**src/rtl/offset_canc_pkg.sv**
```systemverilog
package offset_canc_pkg;
  localparam int unsigned DEF_NUM_CH   = 4;
  localparam int unsigned DEF_DATA_W   = 12;
  localparam int unsigned DEF_WIN_LOG2 = 5;
endpackage

```
**src/rtl/oc_chan_ctr.sv**
```systemverilog
module oc_chan_ctr #(
  parameter int unsigned NUM_CH = 4,
  parameter int unsigned CH_W   = 2
) (
  input  logic            clk_i,
  input  logic            rst_ni,
  input  logic            adv_i,
  output logic [CH_W-1:0] idx_o
);
  localparam logic [CH_W-1:0] LAST = CH_W'(NUM_CH - 1);

  logic [CH_W-1:0] idx_q;

  always_ff @(posedge clk_i or negedge rst_ni) begin
    if (!rst_ni)     idx_q <= '0;
    else if (adv_i)  idx_q <= (idx_q == LAST) ? '0 : idx_q + CH_W'(1);
  end

  assign idx_o = idx_q;

  a_r1_idx_rotates: assert property (@(posedge clk_i) disable iff (!rst_ni)
    adv_i |=> idx_q == (($past(idx_q) == LAST) ? '0 : $past(idx_q) + CH_W'(1)));
  a_r2_idx_holds: assert property (@(posedge clk_i) disable iff (!rst_ni)
    !adv_i |=> $stable(idx_q));
endmodule

```
**src/rtl/oc_chan_accum.sv**
```systemverilog
module oc_chan_accum #(
  parameter int unsigned DATA_W   = 12,
  parameter int unsigned WIN_LOG2 = 5
) (
  input  logic                     clk_i,
  input  logic                     rst_ni,
  input  logic                     hit_i,
  input  logic signed [DATA_W-1:0] sample_i,
  output logic signed [DATA_W-1:0] est_o,
  output logic                     est_valid_o
);
  localparam int unsigned ACC_W = DATA_W + WIN_LOG2 + 1;

  logic signed [ACC_W-1:0]  acc_q, acc_sum, acc_shr;
  logic [WIN_LOG2-1:0]      cnt_q;
  logic signed [DATA_W-1:0] est_q;
  logic                     ev_q;
  logic                     last_w;

  assign acc_sum = acc_q + ACC_W'(sample_i);
  assign acc_shr = acc_sum >>> WIN_LOG2;
  assign last_w  = (cnt_q == '1);

  always_ff @(posedge clk_i or negedge rst_ni) begin
    if (!rst_ni) begin
      acc_q <= '0;
      cnt_q <= '0;
      est_q <= '0;
      ev_q  <= 1'b0;
    end else if (hit_i) begin
      cnt_q <= cnt_q + 1'b1;
      if (last_w) begin
        acc_q <= '0;
        est_q <= acc_shr[DATA_W-1:0];
        ev_q  <= 1'b1;
      end else begin
        acc_q <= acc_sum;
      end
    end
  end

  assign est_o       = est_q;
  assign est_valid_o = ev_q;

  a_r5_window_close: assert property (@(posedge clk_i) disable iff (!rst_ni)
    (hit_i && last_w) |=> (ev_q && cnt_q == '0 && acc_q == '0));
  a_r8_idle_stable: assert property (@(posedge clk_i) disable iff (!rst_ni)
    !hit_i |=> ($stable(est_q) && $stable(cnt_q) && $stable(acc_q)));
  a_r6_zero_before_valid: assert property (@(posedge clk_i) disable iff (!rst_ni)
    !ev_q |-> est_q == '0);
  a_r7_flag_sticky: assert property (@(posedge clk_i) disable iff (!rst_ni)
    ev_q |=> ev_q);
endmodule

```
**src/rtl/oc_sat_sub.sv**
```systemverilog
module oc_sat_sub #(
  parameter int unsigned DATA_W = 12
) (
  input  logic signed [DATA_W-1:0] a_i,
  input  logic signed [DATA_W-1:0] b_i,
  output logic signed [DATA_W-1:0] y_o
);
  localparam logic signed [DATA_W-1:0] MAXV = {1'b0, {(DATA_W-1){1'b1}}};
  localparam logic signed [DATA_W-1:0] MINV = {1'b1, {(DATA_W-1){1'b0}}};

  logic signed [DATA_W:0] diff;

  always_comb begin
    diff = {a_i[DATA_W-1], a_i} - {b_i[DATA_W-1], b_i};
    if (diff[DATA_W] != diff[DATA_W-1]) y_o = diff[DATA_W] ? MINV : MAXV;
    else                                y_o = diff[DATA_W-1:0];
  end
endmodule

```
**src/rtl/offset_canceller.sv**
```systemverilog
module offset_canceller
  import offset_canc_pkg::*;
#(
  parameter int unsigned NUM_CH   = DEF_NUM_CH,
  parameter int unsigned DATA_W   = DEF_DATA_W,
  parameter int unsigned WIN_LOG2 = DEF_WIN_LOG2,
  parameter int unsigned CH_W     = (NUM_CH > 1) ? $clog2(NUM_CH) : 1
) (
  input  logic                     clk_i,
  input  logic                     rst_ni,
  input  logic                     valid_i,
  input  logic signed [DATA_W-1:0] sample_i,
  output logic                     valid_o,
  output logic signed [DATA_W-1:0] sample_o,
  output logic [CH_W-1:0]          chan_o,
  output logic [NUM_CH-1:0]        est_valid_o
);
  logic [CH_W-1:0]          idx;
  logic signed [DATA_W-1:0] est_w [NUM_CH];
  logic signed [DATA_W-1:0] corr;
  logic                     valid_q;
  logic signed [DATA_W-1:0] sample_q;
  logic [CH_W-1:0]          chan_q;

  oc_chan_ctr #(.NUM_CH(NUM_CH), .CH_W(CH_W)) u_ctr (
    .clk_i (clk_i),
    .rst_ni(rst_ni),
    .adv_i (valid_i),
    .idx_o (idx)
  );

  for (genvar c = 0; c < NUM_CH; c++) begin : g_ch
    oc_chan_accum #(.DATA_W(DATA_W), .WIN_LOG2(WIN_LOG2)) u_acc (
      .clk_i      (clk_i),
      .rst_ni     (rst_ni),
      .hit_i      (valid_i && (idx == CH_W'(c))),
      .sample_i   (sample_i),
      .est_o      (est_w[c]),
      .est_valid_o(est_valid_o[c])
    );
  end

  oc_sat_sub #(.DATA_W(DATA_W)) u_sub (
    .a_i(sample_i),
    .b_i(est_w[idx]),
    .y_o(corr)
  );

  always_ff @(posedge clk_i or negedge rst_ni) begin
    if (!rst_ni) begin
      valid_q  <= 1'b0;
      sample_q <= '0;
      chan_q   <= '0;
    end else begin
      valid_q <= valid_i;
      if (valid_i) begin
        sample_q <= corr;
        chan_q   <= idx;
      end
    end
  end

  assign valid_o  = valid_q;
  assign sample_o = sample_q;
  assign chan_o   = chan_q;

  a_r2_out_follows: assert property (@(posedge clk_i) disable iff (!rst_ni)
    valid_i |=> valid_o);
  a_r2_no_spurious: assert property (@(posedge clk_i) disable iff (!rst_ni)
    !valid_i |=> !valid_o);
  a_r1_chan_tag: assert property (@(posedge clk_i) disable iff (!rst_ni)
    valid_i |=> chan_o == $past(idx));
endmodule

```
**config.mk**
```make
export PLATFORM = sky130hd
export DESIGN_NAME = offset_canceller
export DESIGN_NICKNAME = d
export VERILOG_FILES = /design/src/rtl/offset_canc_pkg.sv /design/src/rtl/oc_chan_ctr.sv /design/src/rtl/oc_chan_accum.sv /design/src/rtl/oc_sat_sub.sv /design/src/rtl/offset_canceller.sv
export SDC_FILE = /design/constraint.sdc
export NUM_CORES = 1
export LEC_CHECK = 0
export ABC_AREA = 1
export ABC_CLOCK_PERIOD_IN_PS = 2700
export BUFFER_PORTS_ARGS = -buffer_cell sky130_fd_sc_hd__buf_2
export CORE_MARGIN = 4
export CORE_UTILIZATION = 35
export DETAILED_ROUTE_END_ITERATION = 7
export SLEW_MARGIN = 20
export SYNTH_ARGS = -nofsm -noshare
export SYNTH_HDL_FRONTEND = slang
export SYNTH_SLANG_ARGS = --single-unit
```
**constraint.sdc**
```tcl
create_clock -name clk_i -period 2.7 [get_ports clk_i]
set_input_delay 0 -clock clk_i [delete_from_list [all_inputs] [get_ports clk_i]]
set_output_delay 0 -clock clk_i [all_outputs]
set_load 0.005 [all_outputs]
```
# Word-level counts from Yosys, hierarchy flattened
# Index checks and enable logic that the tools add are counted.
# Widths: inputs -> output; s select.
[totals] word_cells=59 register_bits=161 in_bits=15 output_inout_bits=19
[classes] add_sub_neg=10 eq_ne=8 mux=10 bitwise_logic=1 magnitude_cmp=1 reduce_logical=9
[op_table] operator="$add 18x12->18" count=4
[op_table] operator="$mux 18" count=4
[op_table] operator="$mux 12" count=4
[op_table] operator="$bmux 12 s2" count=1
[op_table] operator="$add 5x1->5 const B" count=4
[op_table] operator="$eq 5x5->1 const B" count=4
[op_table] operator="$sub 12x12->13" count=1
[op_table] operator="$reduce_and 2->1" count=4
[op_table] operator="$eq 2x2->1 const B" count=2
[op_table] operator="$logic_and 1x1->1" count=4
[op_table] operator="$ge 3x3->1 const B" count=1
[op_table] operator="$not 2->3" count=1
[op_table] operator="$add 2x1->2 const B" count=1
[op_table] operator="$eq 2x1->1 const B" count=1
[op_table] operator="$logic_not 2->1" count=1
[op_table] operator="$mux 2" count=1
[op_table] operator="$ne 1x1->1" count=1

# Depth between registers and ports, before layout
[depth] ltp_word=7 depth_mapped=18 depth_no_buf=16

# Cells and area by module
# Synthesis repeated with hierarchy kept, for this count alone.
[unflattened] cells_unflattened=1699 area_unflattened_um2=11551.1
[by_module_without_submodules] mod="oc_chan_accum at g_ch[1].u_acc ..." area_each_um2=2391.0 cells_each=336 seq_area_each_um2=875.8 instances=3
[by_module_without_submodules] mod="oc_chan_accum at g_ch[0].u_acc" area_each_um2=2343.5 cells_each=338 seq_area_each_um2=875.8 instances=1
[by_module_without_submodules] mod="offset_canceller" area_each_um2=1087.3 cells_each=182 seq_area_each_um2=375.4 instances=1
[by_module_without_submodules] mod="oc_sat_sub" area_each_um2=854.6 cells_each=160 seq_area_each_um2=0.0 instances=1
[by_module_without_submodules] mod="oc_chan_ctr" area_each_um2=92.6 cells_each=11 seq_area_each_um2=50.0 instances=1

# Worst setup path before layout
# OpenSTA, ideal clock, no wires.
[synth_path] kind="reg-to-reg" startpoint="reg u_ctr.idx_q[0], in the netlist u_ctr.idx_o[0]" endpoint="reg sample_q[10], in the netlist sample_o[10]" t_arrival_ns=2.579 synth_period_minus_slack_ns=2.711 setup_ns=0.132 path_slack_ns=-0.011 required_ns=2.568 path_stages_with_launch=16 path_buffers=2 path_cell_list="dfrtp_1 -> clkbuf_1 -> clkbuf_1 -> nor2_1 -> o22ai_1 -> ha_1 -> inv_1 -> fa_1 -> nand3_1 -> nand2_1 -> nand3_2 -> nand3_1 -> nand2_1 -> nand2_1 -> a21oi_4 -> a21oi_1"
[synth_between] elab_chain_cells=7 word_cells_on_any_way=8 classes_between="add/sub (1); eq/ne (1); mux (5); bitwise (1)"
[synth_rtl] element="start: declaration" line_no="oc_chan_ctr.sv:12" text="logic [CH_W-1:0] idx_q;"
[synth_rtl] element="start signal: assignment" line_no="oc_chan_ctr.sv:16" text="else if (adv_i) idx_q <= (idx_q == LAST) ? '0 : idx_q + CH_W'(1);"
[synth_rtl] element="$not 2->3 (implied by the code) (*)" line_no="offset_canceller.sv:45" text=".b_i(est_w[idx]),"
[synth_rtl] element="$bmux 12 s2 (*)" line_no="offset_canceller.sv:45"
[synth_rtl] element="$mux 12 (implied by the code) (*) (2 in a row)" line_no="offset_canceller.sv:45"
[synth_rtl] element="$sub 12x12->13 (*)" line_no="oc_sat_sub.sv:14" text="diff = {a_i[DATA_W-1], a_i} - {b_i[DATA_W-1], b_i};"
[synth_rtl] element="$mux 12 or $ne 1x1->1 (tied branches)" line_no="oc_sat_sub.sv:15" text="if (diff[DATA_W] != diff[DATA_W-1]) y_o = diff[DATA_W] ? MINV : MAXV;"
[synth_rtl] element="$mux 12 (*)" line_no="oc_sat_sub.sv:15"
[synth_rtl] element="end signal: assignment" line_no="offset_canceller.sv:57" text="sample_q <= corr;"
[synth_rtl] element="end: declaration" line_no="offset_canceller.sv:22" text="logic signed [DATA_W-1:0] sample_q;"
# Every way passes the cells marked *; elsewhere a longest branch is shown, timed or not. The select of a mux whose other input is x is not followed.
# A chain may end at the register's enable or synchronous reset.

# Final worst setup path
[layout_path] startpoint="reg u_ctr.idx_q[0], in the netlist u_ctr.idx_o[0]" endpoint="reg sample_q[5], in the netlist sample_o[5]"
# Same word-level chain as after synthesis.

==> qor.log <==
qor: setup_path.rr_worst_depth 14
qor: clock_network.cts-htree-levels 4
qor: sta.slew_headroom 52.9%
qor: finish.insertedDiodeCount 0
qor: synthesis.synth.ff_latch_count 157
qor: finish.post-route-util 40.5%
qor: floorplanning.die-width 182 um
qor: clock_network.clkSlewWorstSetupHoldPaths 0.07 ns
qor: floorplanning.ios 34
qor: global_routing.grt_pass1_vias 9246
qor: floorplanning.floorplan.die.height 182 um
qor: finish.flow.area_growth_from_synthesis 13.7%
qor: routing.drt-pass1-iter-count 5
qor: setup_path.worstPathMaxFanout 16
qor: sta.finalCriticalPeriod 2.53 ns
qor: finish.layout-drive-gt1-share 8.76%
qor: placement.place.detailed.hpwl 22000 um
qor: clock_network.clock_sinks 157
qor: clock_network.clockBufferDepth 2
qor: floorplanning.initial_core_util 35.6%
qor: sta.setup_viol 0
qor: routing.initialDrtViolationCount 669
qor: global_routing.grt.total_usage 17.9%
qor: setup_path.startpoint_type flop
qor: worst_hold_path.min_delay_worst_endpoint g_ch[1].u_acc.acc_q[0]
qor: floorplanning.floorplan.rows 63
qor: setup_path.cp.required 3.01 ns
qor: worst_hold_path.holdPathStages 3
qor: clock_network.cts_root_buffer sky130_fd_sc_hd__clkbuf_16
qor: clock_network.tritoncts done
qor: clock_network.cts_inserted_buffers 17
qor: finish.final_cell_mix 456 x sky130_fd_sc_hd__nand2_1, 156 x sky130_fd_sc_hd__dfrtp_1, 140 x sky130_fd_sc_hd__inv_1
qor: finish.num-fill-cells 3054
qor: setup_path.worst-path-buf-inv 2
qor: setup_path.crit_path_cell_trace buf_6 > nor2_1 > o22ai_1 > ha_1 > inv_1 > fa_1 > nand3_1 > nand2_1 > nand3_2 > nand3_1 > nand2_1 > nand2_2 > a21oi_4 > a21oi_1
qor: sta.final.hold.worst_slack 0.112 ns
qor: synthesis.synth_cell_types 36
qor: setup_path.r2r_setup_slack 0.17 ns
qor: setup_path.rr_endpoint sample_o[5]
qor: floorplanning.coreArea 0.0297 mm2
qor: sta.final.setup_skew 0.0105 ns
qor: finish.design.final.nets 1602
qor: sta.fmax 0.395 GHz
qor: sta.tns 0 ns
qor: setup_path.timing.rr.start u_ctr.idx_o[0]
qor: synthesis.syn-instance-count 1437
qor: sta.final_hold_viol_count 0
qor: worst_hold_path.worstHoldStart sample_i[0]
qor: synthesis.syn_area 0.0106 mm2
qor: routing.route.final.wire_length 28900 um
qor: synthesis.postSynthAreaPerCell 7.36 um2
qor: setup_path.cell_at_the_slowest_stage_of_the_critical_path sky130_fd_sc_hd__dfrtp_2
qor: setup_path.crit_family simple AND/OR/NAND/NOR gates
qor: placement.finalWeightedCongestion 0.951
qor: sta.worst_slew_pin_slew 0.706 ns
qor: routing.drc_errors 0
qor: placement.portBuffers 33
qor: floorplanning.die-area 0.0331 mm2
qor: setup_path.crit_end_category flop
qor: run_status.result_of_the_run completed
qor: power.vdd.ir_drop.worst 0.000471 V
qor: routing.post_drt_via_cell_ratio 5.04
qor: sta.drv_slew 0
qor: finish.final_common_cell sky130_fd_sc_hd__nand2_1
qor: routing.antenna_left 0
qor: routing.drt-wirelength-per-cell 15.2 um
qor: setup_path.critPathArrivalTime 2.84 ns
qor: global_routing.pin_count_of_the_biggest_net_entering_global_routing 71
qor: flow_run.max_cap_violations 0
qor: synthesis.syn-num-nets 1546
qor: global_routing.initial_antenna_violation_count 0
qor: global_routing.global_route_wire_length_before_repair 48000 um
qor: power.power-per-cell-area 1120 mW/mm2
qor: clock_network.clkLatencyLatePin 0.44 ns
qor: setup_path.worst-setup-path-type flop to flop
qor: synthesis.yosysSeqAreaShare 37.1%
qor: sta.period_share 93.7%
qor: worst_hold_path.hold_path.class input port to flop
qor: power.totalPowerFinal 13500 uW
qor: routing.vias 9563
qor: global_routing.grt_remaining_overflow 0
qor: synthesis.synthesis.yosys.warnings 0
qor: setup_path.crit_path_max_incr_delay 0.45 ns
qor: power.total_leakage_power 0.00624 uW
worst max path at each step:
stage	startpoint	end	slack (ns)	cells after the start
after floorplan	u_ctr.idx_o[0]	sample_o[10]	0.06	15
after global routing	u_ctr.idx_o[0]	sample_o[5]	-0.0002	16
after CTS	u_ctr.idx_o[0]	sample_o[5]	0.03	14
after global placement	u_ctr.idx_o[0]	sample_o[5]	0.11	14
final	u_ctr.idx_o[0]	sample_o[5]	0.17	14
after detailed placement	u_ctr.idx_o[0]	sample_o[5]	0.04	14
power by group:
part / leakage, uW / internal, uW / switching, uW
clock network: 0.000288 / 1240 / 1150
logic: 0.00400 / 2890 / 4660
registers: 0.00196 / 3110 / 470
total: 0.00624 / 7230 / 6280
sequential cells by signal (all words and copies together) (netlist names):
signal / cells
g_ch.u_acc.est_valid_o: 4
g_ch.u_acc.cnt_q: 20
chan_o: 2
u_ctr.idx_o: 2
g_ch.u_acc.est_o: 48
g_ch.u_acc.acc_q: 68
sample_o: 12
valid_o: 1
Yosys cell counts (all sizes together):
cell,instances,share of area [%]
nand2,463,17
dfrtp,157,37
inv,143,5.1
nand3,130,6.2
nor2,116,4.1
ha,89,11
o21ai,89,4.4
a21oi,78,3.8
xnor2,25,2.1
clkbuf,24,0.85
xor2,19,1.6
o21bai,18,1.3
nand3b,17,1.2
buf,10,0.60
a32o,9,0.85
nand4,9,0.53
nor3,9,0.43
a22o,8,0.66
a21o,6,0.43
fa,5,0.95
or2,5,0.30
a31oi,4,0.24
and3,2,0.12
clkinv,1,0.035
o22ai,1,0.059
area by class of cell:
type | instances | area (um2) | share of cell area, %
Clock buffer | 17 | 425 | 3.54
Clock inverter | 15 | 144 | 1.20
Inverter | 144 | 541 | 4.49
Multi-Input combinational cell | 1103 | 6000 | 49.9
Sequential cell | 157 | 3930 | 32.7
Tap cell | 390 | 488 | 4.06
Timing Repair Buffer | 70 | 495 | 4.12
repair_timing:
action | in CTS | in global routing
endpoints found under the setup margin | 0 | 23
gates resized for setup | 0 | 13
endpoints found under the hold margin | 71 | 0
buffers inserted | 0 | 2
hold buffers | 2 | 0
cells by family after synthesis:
family / share of synthesized area, %
and+or+nand+nor: 29.5
AOI/OAI and AO/OA: 11.7
buffers and inverters: 6.56
DFF: 37.1
adders and majority gates: 11.5
xor gates and xnor gates: 3.64
metrics by stage:
stage / cell area (um2) / cells / setup slack, ns
after global placement: 11400 / 1859 / 0.115
final: 12000 / 1896 / 0.171
after global routing: 12000 / 1896 / -0.000187
after detailed placement: 11400 / 1859 / 0.0406
after CTS: 12000 / 1893 / 0.0276
after floorplan: 10600 / 1437 / 0.0578
routing by layer:
metal,wire (um),global-route usage [%],vias up
li1,-,-,4827
met1,14300,25.4,4507
met2,13200,28.5,195
met3,1000,2.76,34
met4,447,4.59,0
met5,0,0,-
worst register-to-register path, cell delays in order (launching register included):
cell	delay, ns
sky130_fd_sc_hd__dfrtp_2	0.45
sky130_fd_sc_hd__buf_6	0.18
sky130_fd_sc_hd__nor2_1	0.06
sky130_fd_sc_hd__o22ai_1	0.17
sky130_fd_sc_hd__ha_1	0.20
sky130_fd_sc_hd__inv_1	0.07
sky130_fd_sc_hd__fa_1	0.39
sky130_fd_sc_hd__nand3_1	0.08
sky130_fd_sc_hd__nand2_1	0.09
sky130_fd_sc_hd__nand3_2	0.10
sky130_fd_sc_hd__nand3_1	0.10
sky130_fd_sc_hd__nand2_1	0.09
sky130_fd_sc_hd__nand2_2	0.11
sky130_fd_sc_hd__a21oi_4	0.23
sky130_fd_sc_hd__a21oi_1	0.09
No activity file was read; power rests on OpenSTA's default activity.
